==> src/rtl/udiv_pkg.sv <==
package udiv_pkg;

    // Operand and result width of the divider.
    localparam int DIV_W = 16;

    typedef enum logic {
        DIV_INT  = 1'b0,
        DIV_FRAC = 1'b1
    } div_mode_e;

    typedef struct packed {
        logic zero;
        logic ovf;
        logic carry;
    } div_flags_t;

    // True when the fractional quotient would need a bit above the radix point.
    function automatic logic frac_too_big(input div_mode_e mode,
                                          input logic [DIV_W-1:0] num,
                                          input logic [DIV_W-1:0] den);
        return (mode == DIV_FRAC) && (den <= num);
    endfunction

endpackage

==> src/rtl/udiv_ctrl.sv <==
module udiv_ctrl #(
    parameter int WIDTH = udiv_pkg::DIV_W
) (
    input  logic clk,
    input  logic rst,
    input  logic start,
    output logic busy,
    output logic done,
    output logic load,
    output logic finish
);
    localparam int CNT_W = (WIDTH > 2) ? $clog2(WIDTH) : 1;
    localparam logic [CNT_W-1:0] LAST = CNT_W'(WIDTH - 1);

    logic             busy_q;
    logic             done_q;
    logic [CNT_W-1:0] iter_q;

    assign load   = start && !busy_q;
    assign finish = busy_q && (iter_q == LAST);
    assign busy   = busy_q;
    assign done   = done_q;

    always_ff @(posedge clk) begin
        if (rst) begin
            busy_q <= 1'b0;
            done_q <= 1'b0;
            iter_q <= '0;
        end else begin
            done_q <= finish;
            if (load) begin
                busy_q <= 1'b1;
                iter_q <= '0;
            end else if (busy_q) begin
                iter_q <= iter_q + 1'b1;
                if (finish) begin
                    busy_q <= 1'b0;
                end
            end
        end
    end

endmodule

==> src/rtl/udiv_iter.sv <==
module udiv_iter #(
    parameter int WIDTH = udiv_pkg::DIV_W
) (
    input  logic [WIDTH-1:0] part_rem,
    input  logic [WIDTH-1:0] part_quo,
    input  logic [WIDTH-1:0] dvsr,
    output logic [WIDTH-1:0] next_rem,
    output logic [WIDTH-1:0] next_quo
);
    // One restoring step: shift the next numerator bit into the partial
    // remainder, trial-subtract the divisor, keep the difference if no borrow.
    logic [WIDTH:0] shifted;
    logic [WIDTH:0] trial;
    logic           fits;

    assign shifted  = {part_rem, part_quo[WIDTH-1]};
    assign trial    = shifted - {1'b0, dvsr};
    assign fits     = !trial[WIDTH];
    assign next_rem = fits ? trial[WIDTH-1:0] : shifted[WIDTH-1:0];
    assign next_quo = {part_quo[WIDTH-2:0], fits};

endmodule

==> src/rtl/udiv_datapath.sv <==
module udiv_datapath
    import udiv_pkg::*;
#(
    parameter int WIDTH = DIV_W
) (
    input  logic             clk,
    input  logic             rst,
    input  logic             load,
    input  logic             step,
    input  logic             finish,
    input  logic             op_frac,
    input  logic [WIDTH-1:0] dividend_i,
    input  logic [WIDTH-1:0] divisor_i,
    output logic [WIDTH-1:0] quotient,
    output logic [WIDTH-1:0] remainder,
    output div_flags_t       flags
);
    localparam logic [WIDTH-1:0] ALL_ONES = '1;

    div_mode_e        mode;
    logic [WIDTH-1:0] rem_q, quo_q, dvsr_q, dvnd_q;
    logic [WIDTH-1:0] rem_n, quo_n;
    logic [WIDTH-1:0] quo_final, rem_final;
    logic             zdiv_q, ovf_q;
    logic             zdiv_in, ovf_in;
    logic [WIDTH-1:0] quo_r, rem_r;
    div_flags_t       flags_r;

    assign mode    = div_mode_e'(op_frac);
    assign zdiv_in = (divisor_i == '0);
    assign ovf_in  = frac_too_big(mode, dividend_i, divisor_i);

    udiv_iter #(.WIDTH(WIDTH)) u_iter (
        .part_rem (rem_q),
        .part_quo (quo_q),
        .dvsr     (dvsr_q),
        .next_rem (rem_n),
        .next_quo (quo_n)
    );

    // An exception replaces the loop result.
    assign quo_final = (zdiv_q || ovf_q) ? ALL_ONES : quo_n;
    assign rem_final = (zdiv_q || ovf_q) ? dvnd_q   : rem_n;

    always_ff @(posedge clk) begin
        if (rst) begin
            rem_q  <= '0;
            quo_q  <= '0;
            dvsr_q <= '0;
            dvnd_q <= '0;
            zdiv_q <= 1'b0;
            ovf_q  <= 1'b0;
        end else if (load) begin
            dvsr_q <= divisor_i;
            dvnd_q <= dividend_i;
            zdiv_q <= zdiv_in;
            ovf_q  <= ovf_in;
            // Integer: numerator is {0, dividend}; fractional: {dividend, 0}.
            if (mode == DIV_FRAC) begin
                rem_q <= dividend_i;
                quo_q <= '0;
            end else begin
                rem_q <= '0;
                quo_q <= dividend_i;
            end
        end else if (step) begin
            rem_q <= rem_n;
            quo_q <= quo_n;
        end
    end

    always_ff @(posedge clk) begin
        if (rst) begin
            quo_r   <= '0;
            rem_r   <= '0;
            flags_r <= '0;
        end else if (finish) begin
            quo_r         <= quo_final;
            rem_r         <= rem_final;
            flags_r.zero  <= (quo_final == '0);
            flags_r.ovf   <= ovf_q;
            flags_r.carry <= zdiv_q;
        end
    end

    assign quotient  = quo_r;
    assign remainder = rem_r;
    assign flags     = flags_r;

endmodule

==> src/rtl/udiv_top.sv <==
module udiv_top
    import udiv_pkg::*;
#(
    parameter int WIDTH = DIV_W
) (
    input  logic             clk,
    input  logic             rst,
    input  logic             start,
    input  logic             op_frac,
    input  logic [WIDTH-1:0] dividend_i,
    input  logic [WIDTH-1:0] divisor_i,
    output logic             busy,
    output logic             done,
    output logic [WIDTH-1:0] quotient,
    output logic [WIDTH-1:0] remainder,
    output logic             flag_zero,
    output logic             flag_ovf,
    output logic             flag_carry
);
    logic       load, finish;
    div_flags_t flags;

    udiv_ctrl #(.WIDTH(WIDTH)) u_ctrl (
        .clk    (clk),
        .rst    (rst),
        .start  (start),
        .busy   (busy),
        .done   (done),
        .load   (load),
        .finish (finish)
    );

    udiv_datapath #(.WIDTH(WIDTH)) u_dp (
        .clk        (clk),
        .rst        (rst),
        .load       (load),
        .step       (busy),
        .finish     (finish),
        .op_frac    (op_frac),
        .dividend_i (dividend_i),
        .divisor_i  (divisor_i),
        .quotient   (quotient),
        .remainder  (remainder),
        .flags      (flags)
    );

    assign flag_zero  = flags.zero;
    assign flag_ovf   = flags.ovf;
    assign flag_carry = flags.carry;

endmodule

==> config.mk <==
export PLATFORM = sky130hd
export DESIGN_NAME = udiv_top
export DESIGN_NICKNAME = d
export VERILOG_FILES = /design/src/rtl/udiv_pkg.sv /design/src/rtl/udiv_ctrl.sv /design/src/rtl/udiv_iter.sv /design/src/rtl/udiv_datapath.sv /design/src/rtl/udiv_top.sv
export SDC_FILE = /design/constraint.sdc
export NUM_CORES = 1
export LEC_CHECK = 0
export ABC_AREA = 1
export BUFFER_PORTS_ARGS = -buffer_cell sky130_fd_sc_hd__buf_4
export CELL_PAD_IN_SITES_DETAIL_PLACEMENT = 0
export CELL_PAD_IN_SITES_GLOBAL_PLACEMENT = 1
export CORE_MARGIN = 4
export CORE_UTILIZATION = 30
export CTS_BUF_LIST = sky130_fd_sc_hd__clkbuf_8
export DETAILED_ROUTE_END_ITERATION = 6
export GPL_ROUTABILITY_DRIVEN = 0
export HOLD_SLACK_MARGIN = 0.08
export PLACE_DENSITY = 0.64
export SLEW_MARGIN = 20
export SYNTH_ARGS = -nofsm -noshare
export SYNTH_HDL_FRONTEND = slang
export SYNTH_SLANG_ARGS = --single-unit
==> constraint.sdc <==
create_clock -name clk -period 2.6 [get_ports clk]
set_input_delay 0.52 -clock clk [delete_from_list [all_inputs] [get_ports clk]]
set_output_delay 0.52 -clock clk [all_outputs]
set_load 0.02 [all_outputs]
==> impl_metrics.py <==
metrics = {
    "timing": {
        "period_minus_slack_ns": 2.32,
        "hold_violations": 0,
        "whs_ns": 0.399,
        "setup_violations": 0,
        "timing.setup.tns_ns": 0,
        "rsz0062_at_grt": "no",
        "max-slew-margin-rel": 0.542,
        "fmax_mhz": 431,
        "fin_crit_sh": 0.893,
        "skew_ns": 0.0147,
        "final_max_slew_viol_count": 0,
        "worstMarginPinSlew_ns": 0.684,
    },
    "power": {
        "power.density_nw_per_um2": 740,
        "switching_share": 0.429,
        "switching_power_w": 0.00224,
        "p_comb_frac": 0.423,
        "clockPowerShare": 0.225,
        "ir_worst_vdd_mv": 0.254,
        "internal_power_w": 0.00299,
        "cellLeakagePower_nw": 3.41,
        "power.share.sequential": 0.353,
    },
    "synthesis": {
        "synth_area_leaders": "dfxtp_1, nand2_1, inv_1",
        "synth_flop_cell": "dfxtp_1",
        "yosys.area.top_type_share": 0.358,
        "yosysTopAreaCell": "dfxtp_1",
        "synth.cell_area_um2": 5990,
        "synth_seq_area_share": 0.358,
        "ys_ff_latch": 107,
        "synth_cells": 894,
        "synthesis.nets": 964,
        "synth_edf_count": 0,
        "synth_cell_type_count": 39,
        "synthArstFlopShare": 0,
        "synth_warnings": 0,
        "syn_area_per_cell_um2": 6.70,
    },
    "cells_and_area": {
        "final_common_cell": "nand2_1",
        "layout-drive-gt1-share": 0.132,
        "n_antenna_cell": 0,
        "nFillCells": 2181,
        "multiInputGateArea_um2": 3180,
        "register_area_um2": 2140,
        "final_cell_mix": "nand2_1, inv_1, dfxtp_1",
        "nets": 1025,
        "area_growth_pct": 18.0,
    },
    "clock_network": {
        "cts.sinks": 107,
        "hold_buffers": 0,
        "cts_made_buffers": 9,
        "clkTransAtPathRegs_ns": 0.12,
        "cts-root-buf": "clkbuf_8",
        "postCtsSetupBuffers": 0,
        "clk_path_buf_depth": 2,
        "clk_latency_ns": 0.40,
        "cts_resized": 0,
        "cts_tree": "yes",
        "htree_levels": 3,
    },
    "die": {
        "dieArea_um2": 22300,
        "die_w_um": 149,
        "rows": 51,
        "core_area_um2": 19500,
        "pin_count": 73,
        "die_y_um": 149,
        "initial_core_util": 0.307,
    },
    "setup_path": {
        "critPathTopFamily": "simple AND/OR/NAND/NOR gates",
        "crit_slowest_cell": "fa_1",
        "crit_top_cell": "nand2_1",
        "crit_type": "flop to flop",
        "endpoint_kind": "flop",
        "cp_max_fo": 8,
        "cp.arrival_ns": 2.62,
        "startpoint_type": "flop",
        "crit_chain": "inv_1, ha_1, fa_1, inv_1, nand2_1, nand2_1, nand3_1, nand2_2, nand2_4, nand2_4, nand2_2, nand2_2, nand2_1, nand2_1, nand2_1, nand2_1, nand2_1",
        "cpPeakStageDelay_ns": 0.38,
        "path_buf_inv": 2,
        "required_ns": 2.89,
    },
    "routing": {
        "ant_nets": 0,
        "via_count": 5833,
        "first_pass_iters": 5,
        "viasPerCell": 4.76,
        "routedWlPerCell_um": 16.4,
        "drt_iter0_drc": 320,
        "drcViolationCount": 0,
        "routed_wl_um": 20000,
    },
    "grt": {
        "grt_pass1_vias": 5499,
        "grt_pass1_wl_um": 31300,
        "antenna_found_initial": 0,
        "grt_use_total": 0.182,
        "grt_max_degree": 59,
        "grt_overflow": 0,
    },
    "outcome": {
        "status": "finished, final reports clean",
    },
    "placed_design": {
        "io_buffers": 72,
        "dpl.hpwl_um": 15200,
    },
    "flow_run": {
        "cap_violations": 0,
    },
    "min_path": {
        "hp-class": "input port to flop",
    },
}
state kept, by name (all words and copies together) (netlist names):
name,count
u_dp.zdiv_q,1
u_dp.quotient,16
u_dp.dvsr_q,16
u_ctrl.done,1
u_dp.rem_q,16
u_dp.remainder,16
u_dp.dvnd_q,16
u_dp.flags,3
u_ctrl.busy,1
u_dp.quo_q,16
u_ctrl.iter_q,4
u_dp.ovf_q,1
layout make-up:
class	instances	share of cell area
clock inverter	6	0.0126
sequential	107	0.303
clock buffer	10	0.0195
inverter	136	0.0723
tap	265	0.0469
multi-input combinational	615	0.451
timing repair buffer	86	0.0949
per-layer routing:
metal / up-vias / GRT usage / wire length [um]
met1: 2675 / 0.251 / 9500
met4: 0 / 0.0503 / 422
li1: 3016 / - / -
met3: 19 / 0.0319 / 752
met2: 123 / 0.295 / 9370
met5: - / 0 / 0
path summary, 6_finish.rpt:
path / from / depth (start not counted) / slack, ns / endpoint
setup / recovery: u_dp.quo_q[15]$_SDFFE_PP0P_ / 17 / 0.28 / u_dp.remainder[6]$_SDFFE_PP0P_
hold / removal: divisor_i[7] / 3 / 0.40 / u_dp.dvsr_q[7]$_SDFFE_PP0P_
setup reg to reg: u_dp.quo_q[15]$_SDFFE_PP0P_ / 17 / 0.28 / u_dp.remainder[6]$_SDFFE_PP0P_
hold reg to reg: u_dp.remainder[10]$_SDFFE_PP0P_ / 2 / 0.46 / u_dp.remainder[10]$_SDFFE_PP0P_
kinds of logic (layout without fill, tap and decap cells):
| logic type | count (synthesis) | in the layout | synth area share |
|---|---|---|---|
| AO/OA/AOI/OAI | 187 | 187 | 0.173 |
| flip-flops | 107 | 107 | 0.358 |
| XOR/XNOR | 4 | 4 | 0.00585 |
| buffers and inverters | 172 | 238 | 0.111 |
| AND/OR/NAND/NOR | 390 | 390 | 0.280 |
| adder cells (fa/ha/maj) | 34 | 34 | 0.0723 |
metrics by stage:
step                      cells  area (um^2)   util  total power (W)  setup slack [ns]
after floorplan             894         5990      -          0.00353             0.513
after global placement     1209         6840  0.350          0.00413             0.326
after detailed placement   1209         6840  0.350          0.00412             0.305
after CTS                  1225         7060  0.362          0.00530             0.279
after global routing       1225         7060  0.362          0.00567            0.0553
final                      1225         7060  0.362          0.00523             0.279
Yosys cell counts, types with 2 or more instances:
| master | n |
|---|---|
| a221oi_1 | 10 |
| a31oi_1 | 15 |
| buf_1 | 2 |
| and2_1 | 2 |
| nand2_1 | 258 |
| a21oi_1 | 83 |
| nand3_1 | 47 |
| a22oi_1 | 7 |
| nand2_2 | 11 |
| nor2_1 | 41 |
| ha_1 | 33 |
| nor3_1 | 6 |
| nand3b_1 | 5 |
| xnor2_1 | 2 |
| nor4_1 | 6 |
| dfxtp_1 | 107 |
| o22ai_1 | 3 |
| buf_2 | 2 |
| xor2_1 | 2 |
| nand4_1 | 4 |
| inv_1 | 134 |
| nand2_4 | 4 |
| clkbuf_1 | 31 |
| o21ai_0 | 64 |
power groups by stage:
stage | clock network, W | logic (W) | registers [W]
after floorplan | 0 | 0.00169 | 0.00184
after global placement | 0 | 0.00224 | 0.00188
after detailed placement | 0 | 0.00223 | 0.00188
after CTS | 0.00121 | 0.00224 | 0.00185
after global routing | 0.00127 | 0.00253 | 0.00186
final | 0.00118 | 0.00221 | 0.00184
tightest hold or removal path, delay by kind of cell:
| family | cells | cell delay (ns) |
|---|---|---|
| and+or+nand+nor | 1 | 0.07 |
| AOI/OAI and AO/OA | 1 | 0.07 |
| buffers and inverters | 1 | 0.11 |
(Power assumes the default switching activity.)
